<file path="config.mk">
export PLATFORM = sky130hd
export DESIGN_NAME = gx_monitor
export DESIGN_NICKNAME = d
export VERILOG_FILES = /design/src/rtl/gx_pkg.sv /design/src/rtl/gx_ctrl.sv /design/src/rtl/gx_datapath.sv /design/src/rtl/gx_monitor.sv
export SDC_FILE = /design/constraint.sdc
export NUM_CORES = 1
export LEC_CHECK = 0
export ABC_AREA = 1
export BUFFER_PORTS_ARGS = -buffer_cell sky130_fd_sc_hd__clkbuf_2
export CAP_MARGIN = 10
export CORE_MARGIN = 2
export CORE_UTILIZATION = 23
export CTS_CLUSTER_DIAMETER = 100
export CTS_CLUSTER_SIZE = 8
export DETAILED_ROUTE_END_ITERATION = 8
export GPL_TIMING_DRIVEN = 0
export HOLD_SLACK_MARGIN = 0.03
export PLACE_DENSITY_LB_ADDON = 0.3
export SETUP_SLACK_MARGIN = 0.4
export SKIP_CTS_REPAIR_TIMING = 1
export SYNTH_ARGS = -nofsm -noshare
export SYNTH_HDL_FRONTEND = slang
export SYNTH_SLANG_ARGS = --single-unit
</file>
<file path="constraint.sdc">
create_clock -name clk -period 3.1 [get_ports clk]
set_clock_uncertainty 0.05 [all_clocks]
set_input_delay 0.155 -clock clk [delete_from_list [all_inputs] [get_ports clk]]
set_output_delay 0.155 -clock clk [all_outputs]
set_load 0.02 [all_outputs]
</file>
<file path="src/rtl/gx_pkg.sv">
package gx_pkg;
  // Strobes from control to the reservation datapath, valid for one cycle
  typedef struct packed {
    logic setRes;      // record reservation for current master/granule
    logic clrOwn;      // drop current master's reservation
    logic clrGranule;  // drop every reservation on current granule
  } gxStrobe_t;
endpackage

</file>
<file path="src/rtl/gx_ctrl.sv">
module gx_ctrl
  import gx_pkg::*;
#(
  parameter int ADDR_W = 32,
  parameter int ID_W = 2,
  parameter int GRAN_LOG2 = 3,
  parameter logic [ADDR_W-1:0] BASE = 32'h2000_0000,
  parameter logic [ADDR_W:0] SIZE = 33'h0_0001_0000
) (
  input  logic clk,
  input  logic rstN,
  input  logic [ADDR_W-1:0] haddr,
  input  logic [1:0] htrans,
  input  logic hwrite,
  input  logic hready,
  input  logic exclReq,
  input  logic [ID_W-1:0] masterId,
  input  logic resPass,
  output logic [ID_W-1:0] dpId,
  output logic [ADDR_W-GRAN_LOG2-1:0] dpGran,
  output gxStrobe_t strobe,
  output logic exclResp,
  output logic memWrEn
);
  localparam int GRAN_W = ADDR_W - GRAN_LOG2;
  localparam logic [ADDR_W:0] LO_LIM = {1'b0, BASE};
  localparam logic [ADDR_W:0] HI_LIM = {1'b0, BASE} + SIZE;

  logic acceptA;
  logic addrCov;
  logic dpValid, dpWrite, dpExcl, dpCov;
  logic loadX, storeX, storeFail, xferDone;

  assign acceptA = hready && htrans[1];
  assign addrCov = ({1'b0, haddr} >= LO_LIM) && ({1'b0, haddr} < HI_LIM);

  // address phase capture
  always_ff @(posedge clk or negedge rstN) begin
    if (!rstN) begin
      dpValid <= 1'b0;
      dpWrite <= 1'b0;
      dpExcl  <= 1'b0;
      dpCov   <= 1'b0;
      dpId    <= '0;
      dpGran  <= '0;
    end else if (hready) begin
      dpValid <= acceptA;
      dpWrite <= acceptA && hwrite;
      dpExcl  <= acceptA && exclReq;
      dpCov   <= addrCov;
      dpId    <= masterId;
      dpGran  <= haddr[ADDR_W-1:GRAN_LOG2];
    end
  end

  // data phase decisions
  always_comb begin
    loadX     = dpValid && dpExcl && !dpWrite;
    storeX    = dpValid && dpExcl && dpWrite;
    storeFail = storeX && dpCov && !resPass;
    exclResp  = (loadX && !dpCov) || storeFail;
    memWrEn   = dpValid && dpWrite && !storeFail;
    xferDone  = dpValid && hready;
    strobe.setRes     = xferDone && loadX && dpCov;
    strobe.clrOwn     = xferDone && storeX && dpCov && resPass;
    strobe.clrGranule = xferDone && memWrEn && dpCov;
  end

  logic unusedGw;
  assign unusedGw = ^{GRAN_W{1'b0}};
endmodule

</file>
<file path="src/rtl/gx_datapath.sv">
module gx_datapath
  import gx_pkg::*;
#(
  parameter int ID_W = 2,
  parameter int GRAN_W = 29
) (
  input  logic clk,
  input  logic rstN,
  input  gxStrobe_t strobe,
  input  logic [ID_W-1:0] dpId,
  input  logic [GRAN_W-1:0] dpGran,
  output logic resPass
);
  localparam int N_MST = 1 << ID_W;

  logic [N_MST-1:0] resValid;
  logic [GRAN_W-1:0] resGran [N_MST];

  for (genvar m = 0; m < N_MST; m++) begin : g_entry
    logic ownSel, granHit;
    assign ownSel  = (dpId == ID_W'(m));
    assign granHit = resValid[m] && (resGran[m] == dpGran);

    always_ff @(posedge clk or negedge rstN) begin
      if (!rstN) begin
        resValid[m] <= 1'b0;
        resGran[m]  <= '0;
      end else if (strobe.setRes && ownSel) begin
        resValid[m] <= 1'b1;
        resGran[m]  <= dpGran;
      end else if ((strobe.clrOwn && ownSel) || (strobe.clrGranule && granHit)) begin
        resValid[m] <= 1'b0;
      end
    end
  end

  assign resPass = resValid[dpId] && (resGran[dpId] == dpGran);
endmodule

</file>
<file path="src/rtl/gx_monitor.sv">
module gx_monitor
  import gx_pkg::*;
#(
  parameter int ADDR_W = 32,
  parameter int ID_W = 2,
  parameter int GRAN_LOG2 = 3,
  parameter logic [ADDR_W-1:0] BASE = 32'h2000_0000,
  parameter logic [ADDR_W:0] SIZE = 33'h0_0001_0000
) (
  input  logic clk,
  input  logic rstN,
  input  logic [ADDR_W-1:0] haddr,
  input  logic [1:0] htrans,
  input  logic hwrite,
  input  logic hready,
  input  logic exclReq,
  input  logic [ID_W-1:0] masterId,
  output logic exclResp,
  output logic memWrEn
);
  localparam int GRAN_W = ADDR_W - GRAN_LOG2;

  gxStrobe_t strobe;
  logic [ID_W-1:0] dpId;
  logic [GRAN_W-1:0] dpGran;
  logic resPass;

  gx_ctrl #(
    .ADDR_W(ADDR_W), .ID_W(ID_W), .GRAN_LOG2(GRAN_LOG2), .BASE(BASE), .SIZE(SIZE)
  ) u_ctrl (
    .clk(clk), .rstN(rstN), .haddr(haddr), .htrans(htrans), .hwrite(hwrite),
    .hready(hready), .exclReq(exclReq), .masterId(masterId), .resPass(resPass),
    .dpId(dpId), .dpGran(dpGran), .strobe(strobe), .exclResp(exclResp),
    .memWrEn(memWrEn)
  );

  gx_datapath #(
    .ID_W(ID_W), .GRAN_W(GRAN_W)
  ) u_dp (
    .clk(clk), .rstN(rstN), .strobe(strobe), .dpId(dpId), .dpGran(dpGran),
    .resPass(resPass)
  );
endmodule

</file>
; ---- Word-level counts from Yosys, hierarchy flattened
; Index checks and enable logic that the tools add are counted.
[op_classes]
n_addsub = 0
mul = 0
div = 0
order_cmp = 4
eq_ne = 8
shifts = 0
muxes = 13
bitwise = 1
n_reduce_logical = 51
[ops]
columns = cell, count
row1 = 29-bit == test, 5
row2 = 29-bit binary-select mux with 2-bit select, 1
row3 = 29-bit 2-to-1 mux, 2
row4 = 1-bit logical AND, 37
row5 = "32-bit by 30-bit >= comparator with 1-bit output, second input constant", 1
row6 = "32-bit by 30-bit < comparator with 1-bit output, second input constant", 1
row7 = 1-bit 2-to-1 mux, 9
row8 = 2-bit nonzero test, 4
row9 = 1-bit logical OR, 5
row10 = "2-bit == test, second input constant", 2
row11 = 1-bit zero test, 4
row12 = "3-bit >= comparator, second input constant", 1
row13 = "2-bit by 3-bit < comparator with 1-bit output, second input constant", 1
row14 = 2-bit NOT with 3-bit output, 1
row15 = 1-bit binary-select mux with 2-bit select, 1
row16 = "2-bit by 1-bit == test with 1-bit output, second input constant", 1
row17 = 2-bit zero test, 1
[totals]
ff_bits = 155
latchBits = 0
ram_bits = 0
mem_bits_ro = 0
inputBits = 41
word_cells = 91
n_memories = 0

; ---- Depth between registers and ports, before layout
; Gate-level depths: netlist (run 1).
[logic_depth]
word_depth = 16
mapped_depth = 20
depth_no_buf = 18

; ---- Cells and area by module
; From an unflattened synthesis (run 1), not the netlist that was laid out.
[unflattened]
hier_cells = 1303
area_unflattened_um2 = 8903.5
[by_module_without_submodules]
columns = mod, instances, cells_each, area_per_inst_um2
row1 = gx_datapath, 1, 1130, 7457.2
row2 = gx_ctrl, 1, 173, 1446.4

; ---- Worst setup path before layout (run 1)
; No wires, ideal clock.
[synth_path]
path_kind = register to output
startpoint = reg u_ctrl.dpId[0]
endpoint = out memWrEn
arrival_ns = 1.753
t_required_ns = 2.895
path_slack_ns = 1.142
stages_incl_launch_ff = 15
path_buffers = 3
path_cell_list = dfrtp_1 > buf_4 > buf_6 > buf_6 > o21ai_1 > nand2_1 > nand3_1 > nand2_1 > nor2_1 > nand2_1 > inv_1 > nand2_1 > nor2_1 > nand2_1 > a21oi_1
[synth_via]
elab_chain_cells = 10
[synth_lines]
columns = element, line
row1 = from (decl), gx_ctrl.sv:19  ; output logic [ID_W-1:0] dpId,
row2 = from (signal assigned), gx_ctrl.sv:51  ; dpId <= masterId;
row3 = 2-bit NOT with 3-bit output (implied by the code), gx_datapath.sv:37  ; assign resPass = resValid[dpId] && (resGran[dpId] == dpGran);
row4 = 29-bit binary-select mux with 2-bit select, gx_datapath.sv:37
row5 = 29-bit 2-to-1 mux (implied by the code) (2 in series), gx_datapath.sv:37
row6 = 29-bit == test, gx_datapath.sv:37
row7 = 1-bit logical AND (*), gx_datapath.sv:37
row8 = 1-bit zero test (*), gx_ctrl.sv:60  ; storeFail = storeX && dpCov && !resPass;
row9 = 1-bit logical AND (*), gx_ctrl.sv:60
row10 = 1-bit zero test (*), gx_ctrl.sv:62  ; memWrEn = dpValid && dpWrite && !storeFail;
row11 = 1-bit logical AND (*), gx_ctrl.sv:62
row12 = to (decl), gx_monitor.sv:19  ; output logic memWrEn
; Every way passes the cells marked *; elsewhere a longest branch is shown, timed or not. The select of a mux whose other input is x is not followed.

; ---- Final worst setup path (run 1)
[layout_path]
startpoint = reg u_ctrl.dpId[0]
endpoint = out exclResp
[layout_via]
elab_chain_cells = 9
[layout_lines]
columns = element, line
row1 = 2-bit NOT with 3-bit output (implied by the code), gx_datapath.sv:37
row2 = 29-bit binary-select mux with 2-bit select, gx_datapath.sv:37
row3 = 29-bit 2-to-1 mux (implied by the code) (2 in series), gx_datapath.sv:37
row4 = 29-bit == test, gx_datapath.sv:37
row5 = 1-bit logical AND (*), gx_datapath.sv:37
row6 = 1-bit zero test (*), gx_ctrl.sv:60
row7 = 1-bit logical AND (*), gx_ctrl.sv:60
row8 = 1-bit logical OR (*), gx_ctrl.sv:61  ; exclResp = (loadX && !dpCov) || storeFail;
row9 = to (decl), gx_monitor.sv:18  ; output logic exclResp,
; Marked as above.

==> results.md, run 1 <==
- # rows: 72
- R2r endpoint: u_dp.resValid[3]
- Nature of the critical path endpoint: output pin
- H-tree levels: 4
- Share of layout cells above drive strength 1: under 10%
- Crit path largest cell delay: roughly 370 ps
- Cells after synthesis: 1285
- Most common cell type on the critical path: nand2_2
- # port buffers: 38
- #FFs+latches synth: approximately 160
- Worst vdd ir: about 0.00036 V
- Critical path required time: roughly 2900 ps
- Vias/cell: between 4 and 5
- Total CTS buffers: 17
- Initial antenna violation count: 0
- Die Footprint: about 40000 µm²
- Slowest CP cell: dfrtp_1
- Vias post-DR: between 8000 and 9000
- Syn Area/Cell: between 6 and 7 µm²
- P&R area growth vs syn: 23.2%
- Placed Area: slightly below 10000 µm²
- Hold slack final: 180 ps
- HPWL after DPL: between 20 and 25 mm
- Critical path arrival: 2490 ps
- Unrepaired setup endpoints after global routing: yes
- Peak Freq: between 300 and 400 MHz
- ANT nets after route: 0
- Tmin final: 2690 ps
- Startpoint types: register
- Sequential cell area fraction in the yosys report: 43.4%
- Routability congestion estimate: 0.898
- Post-Syn Area: around 8900 µm²
- Final WL: ~35 mm
- Largest net degree at the start of global routing: 84
- Vias in the first global route: 8321
- DRT iter0 DRCs: 934
- ANT cells: 0
- WHS Endpoint: u_ctrl.dpValid
- Pwr/cell area: 455 nW/µm²
- Final Setup Violations: 0
- Clock latency on the worst-skew pair: around 430 ps
- Tot GR Track Use: about 17%
- Worst R2R Setup Slack: approximately 530 ps
- Critical path class: reg2out
- Core area: between 30000 and 40000 µm²
- Hold WC Path Type: in2reg
- Largest delay share family, worst path: simple AND/OR/NAND/NOR gates
- Part of the cycle the worst path needs: 86.9%
- Cell area after layout: about 11000 µm²
- Hold_sp: hready
- P_leak: around 0.0051 µW
- CTS tree: done
- CP bufs+invs: 5
- Critical R2R Launch: u_ctrl.dpGran[15]
- Fin. max-slew vios: 0
- Initial Util: 23.2%
- Die height: roughly 200 µm
- First-pass GRT wire length: roughly 52 mm
- CTS root buffer: clkbuf_16
- Routed wire length per instance: 18.2 µm
- Slew @ Worst Pin: approximately 1100 ps
- Synth Net Count: 1326
- Total gr overflow: 0
- Outcome: finished clean
- Total power: around 5000 µW
- CP cell instances: buf_6 > buf_12 > buf_12 > nand2_1 > nand2_1 > nand2_2 > nand2_1 > nand2_2 > nand2_2 > nor2_4 > nand2_2 > inv_1 > nand2_1 > nor2_2 > nand2_2 > nand2_2 > o31ai_1 > buf_4
- Io pins: 43
- Syn. warnings: 0
- Clock sink total: around 160
- Router iterations before antenna repair: 6
- Final nets: between 1000 and 1500
- Clk slew on worst S/H paths: approximately 60 ps
- Final Hold Viols: 0
- Die X: 201 µm
- Max-slew headroom: 29.0%
- Max Cap Viol: 0
- CP Max Fanout: 10
- Post-synth cell types: 29
- Sum Neg Setup Slack: 0 ps
- Worst Hold Path Cells: 4
- # DRC: 0
- R2R depth: 9
- Longest Clk Path Bufs: 2
-- state kept, by name (all words and copies together) (netlist names) --
signal,count
u_ctrl.dpWrite,1
u_ctrl.dpId,2
u_ctrl.dpExcl,1
u_dp.resGran,116
u_ctrl.dpValid,1
u_dp.resValid,4
u_ctrl.dpGran,29
u_ctrl.dpCov,1
-- worst min-delay path, delay by kind of cell --
family                 cells  cell delay [ps]
buffers and inverters      2              350
and+or+nand+nor            2              120
-- cell type report --
type	instances	area, µm²
fillers	4267	27500
inverters	66	260
clock inverters	10	118
repair buffers	83	652
multi-input cells	986	4500
well taps	518	648
clock buffers	21	470
plain buffers	78	482
flip-flops and latches	155	3880
-- cells in the mapped netlist --
library cell  count  share of area, %
nand2_1         568                24
o21ai_0         182                10
dfrtp_1         155                43
nand3_1          63               3.5
inv_1            62               2.6
nor2_1           56               2.4
clkbuf_1         52               2.2
xnor2_1          35               3.4
xor2_1           20               2.0
buf_2            13              0.73
nand4_1          13              0.91
o22ai_1           8              0.56
nor3_1            7              0.39
o2111ai_1         7              0.69
nor4_1            6              0.42
a211oi_1          5              0.42
buf_1             5              0.21
buf_4             5              0.42
a21oi_1           4              0.22
or2_2             4              0.28
buf_6             3              0.38
nor2_2            3              0.21
clkinv_1          2             0.084
o21ai_1           2              0.11
a22o_1            1             0.098
inv_2             1             0.042
inv_4             1             0.070
o2111a_1          1              0.13
o31ai_1           1             0.084
-- metal layers --
layer / vias up / routed length [µm] / GRT usage (%)
met5: - / 0 / 0
met4: 0 / 1140 / 6.35
met3: 56 / 2010 / 3.08
met2: 302 / 16000 / 27.3
met1: 4300 / 15700 / 23.2
li1: 4313 / - / -
-- placed cells by master, fill, tap and decap left out, types with 8 or more instances in the layout --
master	Yosys	final
buf_4	5	10
buf_6	3	8
clkbuf_1	52	51
clkbuf_16	0	17
clkbuf_2	0	36
dfrtp_1	155	155
dlygate4sd3_1	0	36
inv_1	62	61
nand2_1	568	558
nand2_2	0	10
nand3_1	63	63
nand4_1	13	13
nor2_1	56	50
nor2_2	3	8
o21ai_0	182	180
o22ai_1	8	8
xnor2_1	35	35
xor2_1	20	20
-- kinds of logic (layout without fill, tap and decap cells) --
family	Yosys count	in the layout	synth area share, %
AOI/OAI and AO/OA	211	211	12.5
xor gates and xnor gates	55	55	5.39
buffers and inverters	144	258	6.72
DFF	155	155	43.4
and+or+nand+nor	720	720	32.0
-- per-stage QoR --
stage                     cells  setup WS [ps]  util, %
after global routing       1917            276     28.6
after detailed placement   1842            274     25.5
after floorplan            1285           1140        -
after global placement     1841          -1220     25.4
after CTS                  1873           -203     27.0
final                      1917            407     28.6
-- how the worst max path moves through the flow --
stage          cells past startpoint            from                end
3_3_place_gp                       1            rstN  u_ctrl.dpGran[13]
5_1_grt                           18  u_ctrl.dpId[0]           exclResp
6_report                          18  u_ctrl.dpId[0]           exclResp
2_1_floorplan                     14  u_ctrl.dpId[0]            memWrEn
3_5_place_dp                      14  u_ctrl.dpId[1]           exclResp
4_1_cts                           14  u_ctrl.dpId[1]           exclResp
-- where the power goes --
| group | total [µW] | switching [µW] | leakage, µW | internal [µW] |
|---|---|---|---|---|
| registers | 2090 | 29.3 | 0.00211 | 2060 |
| clock network | 2150 | 900 | 0.000277 | 1250 |
| logic | 777 | 525 | 0.00274 | 252 |
Note: power is estimated with default switching activity, not from simulation.
==> run 2, diff against run 1 <==
Settings changed: RECOVER_POWER set to 25.
==> run 2 against run 1 <==
Against the previous run: the flow now finishes with violations (max-capacitance violations, max-slew violations); fmax rose by 0.77%; non-clock buffer count is the same; worst setup slack better by 21 ps; largest cell class unchanged; die area is the same; critical path type unchanged; clock power about the same; sequential power hardly changed.
==> results.md, run 2 (same netlist as run 1, synthesis figures left out) <==
- Outcome: finished with violations
- Failing checks: max-capacitance violations, max-slew violations
- Part of the cycle the worst path needs: 86.2%
- Gate power share: ~15%
- First-pass GRT wire length: slightly above 50 mm
- # port buffers: 38
- CP Max Fanout: 10
- Share of layout cells above drive strength 1: 8.93%
- H-tree levels: 4
- Io pins: 43
- DRT iter0 DRCs: between 800 and 900
- Max-slew headroom: -28.1%
- Initial antenna violation count: 0
- Initial Util: between 20% and 30%
- Die height: about 200 µm
- Commonest non-fill, non-tap cells in the layout: 558 x nand2_1, 180 x o21ai_0, 155 x dfrtp_1
- Crit path largest cell delay: approximately 370 ps
- P&R area growth vs syn: 22.9%
- Die Footprint: 40400 µm²
- Net switching power: approximately 1500 µW
- Fill cells: between 4000 and 5000
- Peak Freq: 374 MHz
- Most common cell type on the critical path: nand2_2
- Hold WC Path Type: in2reg
- Total CTS buffers: 17
- Clock latency on the worst-skew pair: between 400 and 500 ps
- Most flops, register: u_dp.resGran
- Hold slack final: roughly 250 ps
- Final Setup Violations: 0
- CP bufs+invs: 5
- Final Hold Viols: 0
- Vias/cell: ~4.7
- Final Util: between 20 and 30%
- Clk pwr share: a little over two fifths
- Unrepaired setup endpoints after global routing: yes
- Routability congestion estimate: around 0.9
- Longest Clk Path Bufs: 2
- Total gr overflow: 0
- # rows: a little over 70
- Pwr/cell area: between 400 and 500 nW/µm²
- ANT nets after route: 0
- Vias in the first global route: 8321
- Final nets: ~1400
- Critical path class: reg2out
- Largest delay share family, worst path: simple AND/OR/NAND/NOR gates
- Max Cap Viol: 1
- Largest net degree at the start of global routing: 84
- CTS tree: done
- Final WL: ~35 mm
- Slowest CP cell: dfrtp_1
- Critical path arrival: between 2000 and 2500 ps
- Worst vdd ir: 0.000356 V
- FF+latch area: around 3900 µm²
- Slew @ Worst Pin: between 1500 and 2000 ps
- Routed wire length per instance: around 18 µm
- CP cell instances: buf_6 > buf_12 > buf_12 > nand2_1 > nand2_1 > nand2_2 > nand2_1 > nand2_2 > nand2_2 > nor2_4 > nand2_2 > inv_1 > nand2_1 > nor2_2 > nand2_2 > nand2_2 > o31ai_1 > buf_4
- Critical path required time: 2890 ps
- Startpoint types: register
- Clock sink total: about 160
- ANT cells: 0
- Vias post-DR: between 9000 and 10000
- Area of the multi-input gates: 4500 µm²
- Fin. max-slew vios: 74
- Total power: between 5000 and 6000 µW
- Die X: about 200 µm
- # DRC: 0
- Most common cell after layout, fill and taps aside: nand2_1
- Tmin final: 2670 ps
- Max reg flops: 116
- Net Sw Frac: roughly 29%
- P_leak: 0.00511 µW
- Sum Neg Setup Slack: 0 ps
- Router iterations before antenna repair: 7
- HPWL after DPL: ~24 mm
- Nature of the critical path endpoint: output pin
- Reg power frac: about two fifths
- Clk slew on worst S/H paths: ~60 ps
- Regs by FF count: u_dp.resGran (116), u_ctrl.dpGran (29), u_dp.resValid (4)
- Tot GR Track Use: between 10% and 20%
- P_int: approximately 3600 µW
- Core area: roughly 38000 µm²
- CTS root buffer: clkbuf_16
## run 2: cell counts in the layout (fill, tap and decap cells not counted)
No cell type changed its count.
## run 2: metrics by stage
step | cell area (µm²) | std cells | setup WS [ps]
final | 11000 | 1917 | 427
after global routing | 11000 | 1917 | 161
after CTS | 10400 | 1873 | -203
after detailed placement | 9810 | 1842 | 274
after global placement | 9770 | 1841 | -1220
after floorplan | 8930 | 1285 | 1140
## run 2: worst reg2reg max path: cells and delay by family, from the launching register on
kind                   cells  cell delay [ps]
buffers and inverters      2              590
AO/OA/AOI/OAI              1              210
AND/OR/NAND/NOR            6             1200
flip-flops                 1              400
## run 2: area by class of cell
class	count	share of cell area (%)
inverters	66	2.37
flip-flops and latches	155	35.3
clock buffers	21	4.28
clock inverters	10	1.07
plain buffers	78	4.39
multi-input cells	986	41.0
repair buffers	83	5.70
well taps	518	5.90
## run 2: path summary, 6_finish.rpt
check	slack, ps	depth (start not counted)	start	end
max reg2reg	510	9	u_ctrl.dpGran[13]	u_dp.resValid[3]
min reg2reg	440	2	u_dp.resGran[110]	u_dp.resGran[110]
max	430	18	u_ctrl.dpId[0]	exclResp
min in group asynchronous	760	2	rstN	u_dp.resGran[86]
min	250	4	hready	u_ctrl.dpValid
max in group asynchronous	610	3	rstN	u_dp.resGran[10]
## run 2: layer usage
layer  track usage (%)  vias up  share of wire, %
met1              23.2     4365                45
met4              6.35        0               3.5
met5                 0        -                 0
met3              3.08       62               5.7
met2              27.3      285                46
li1                  -     4308                 -
## run 2: power by group through the flow
stage / clock network, µW / logic, µW / registers, µW
CTS: 2170 / 686 / 2090
detailed placement: 0 / 684 / 2130
floorplan: 0 / 380 / 2120
global route: 2250 / 835 / 2090
finish: 2150 / 774 / 2090
global placement: 0 / 677 / 2130
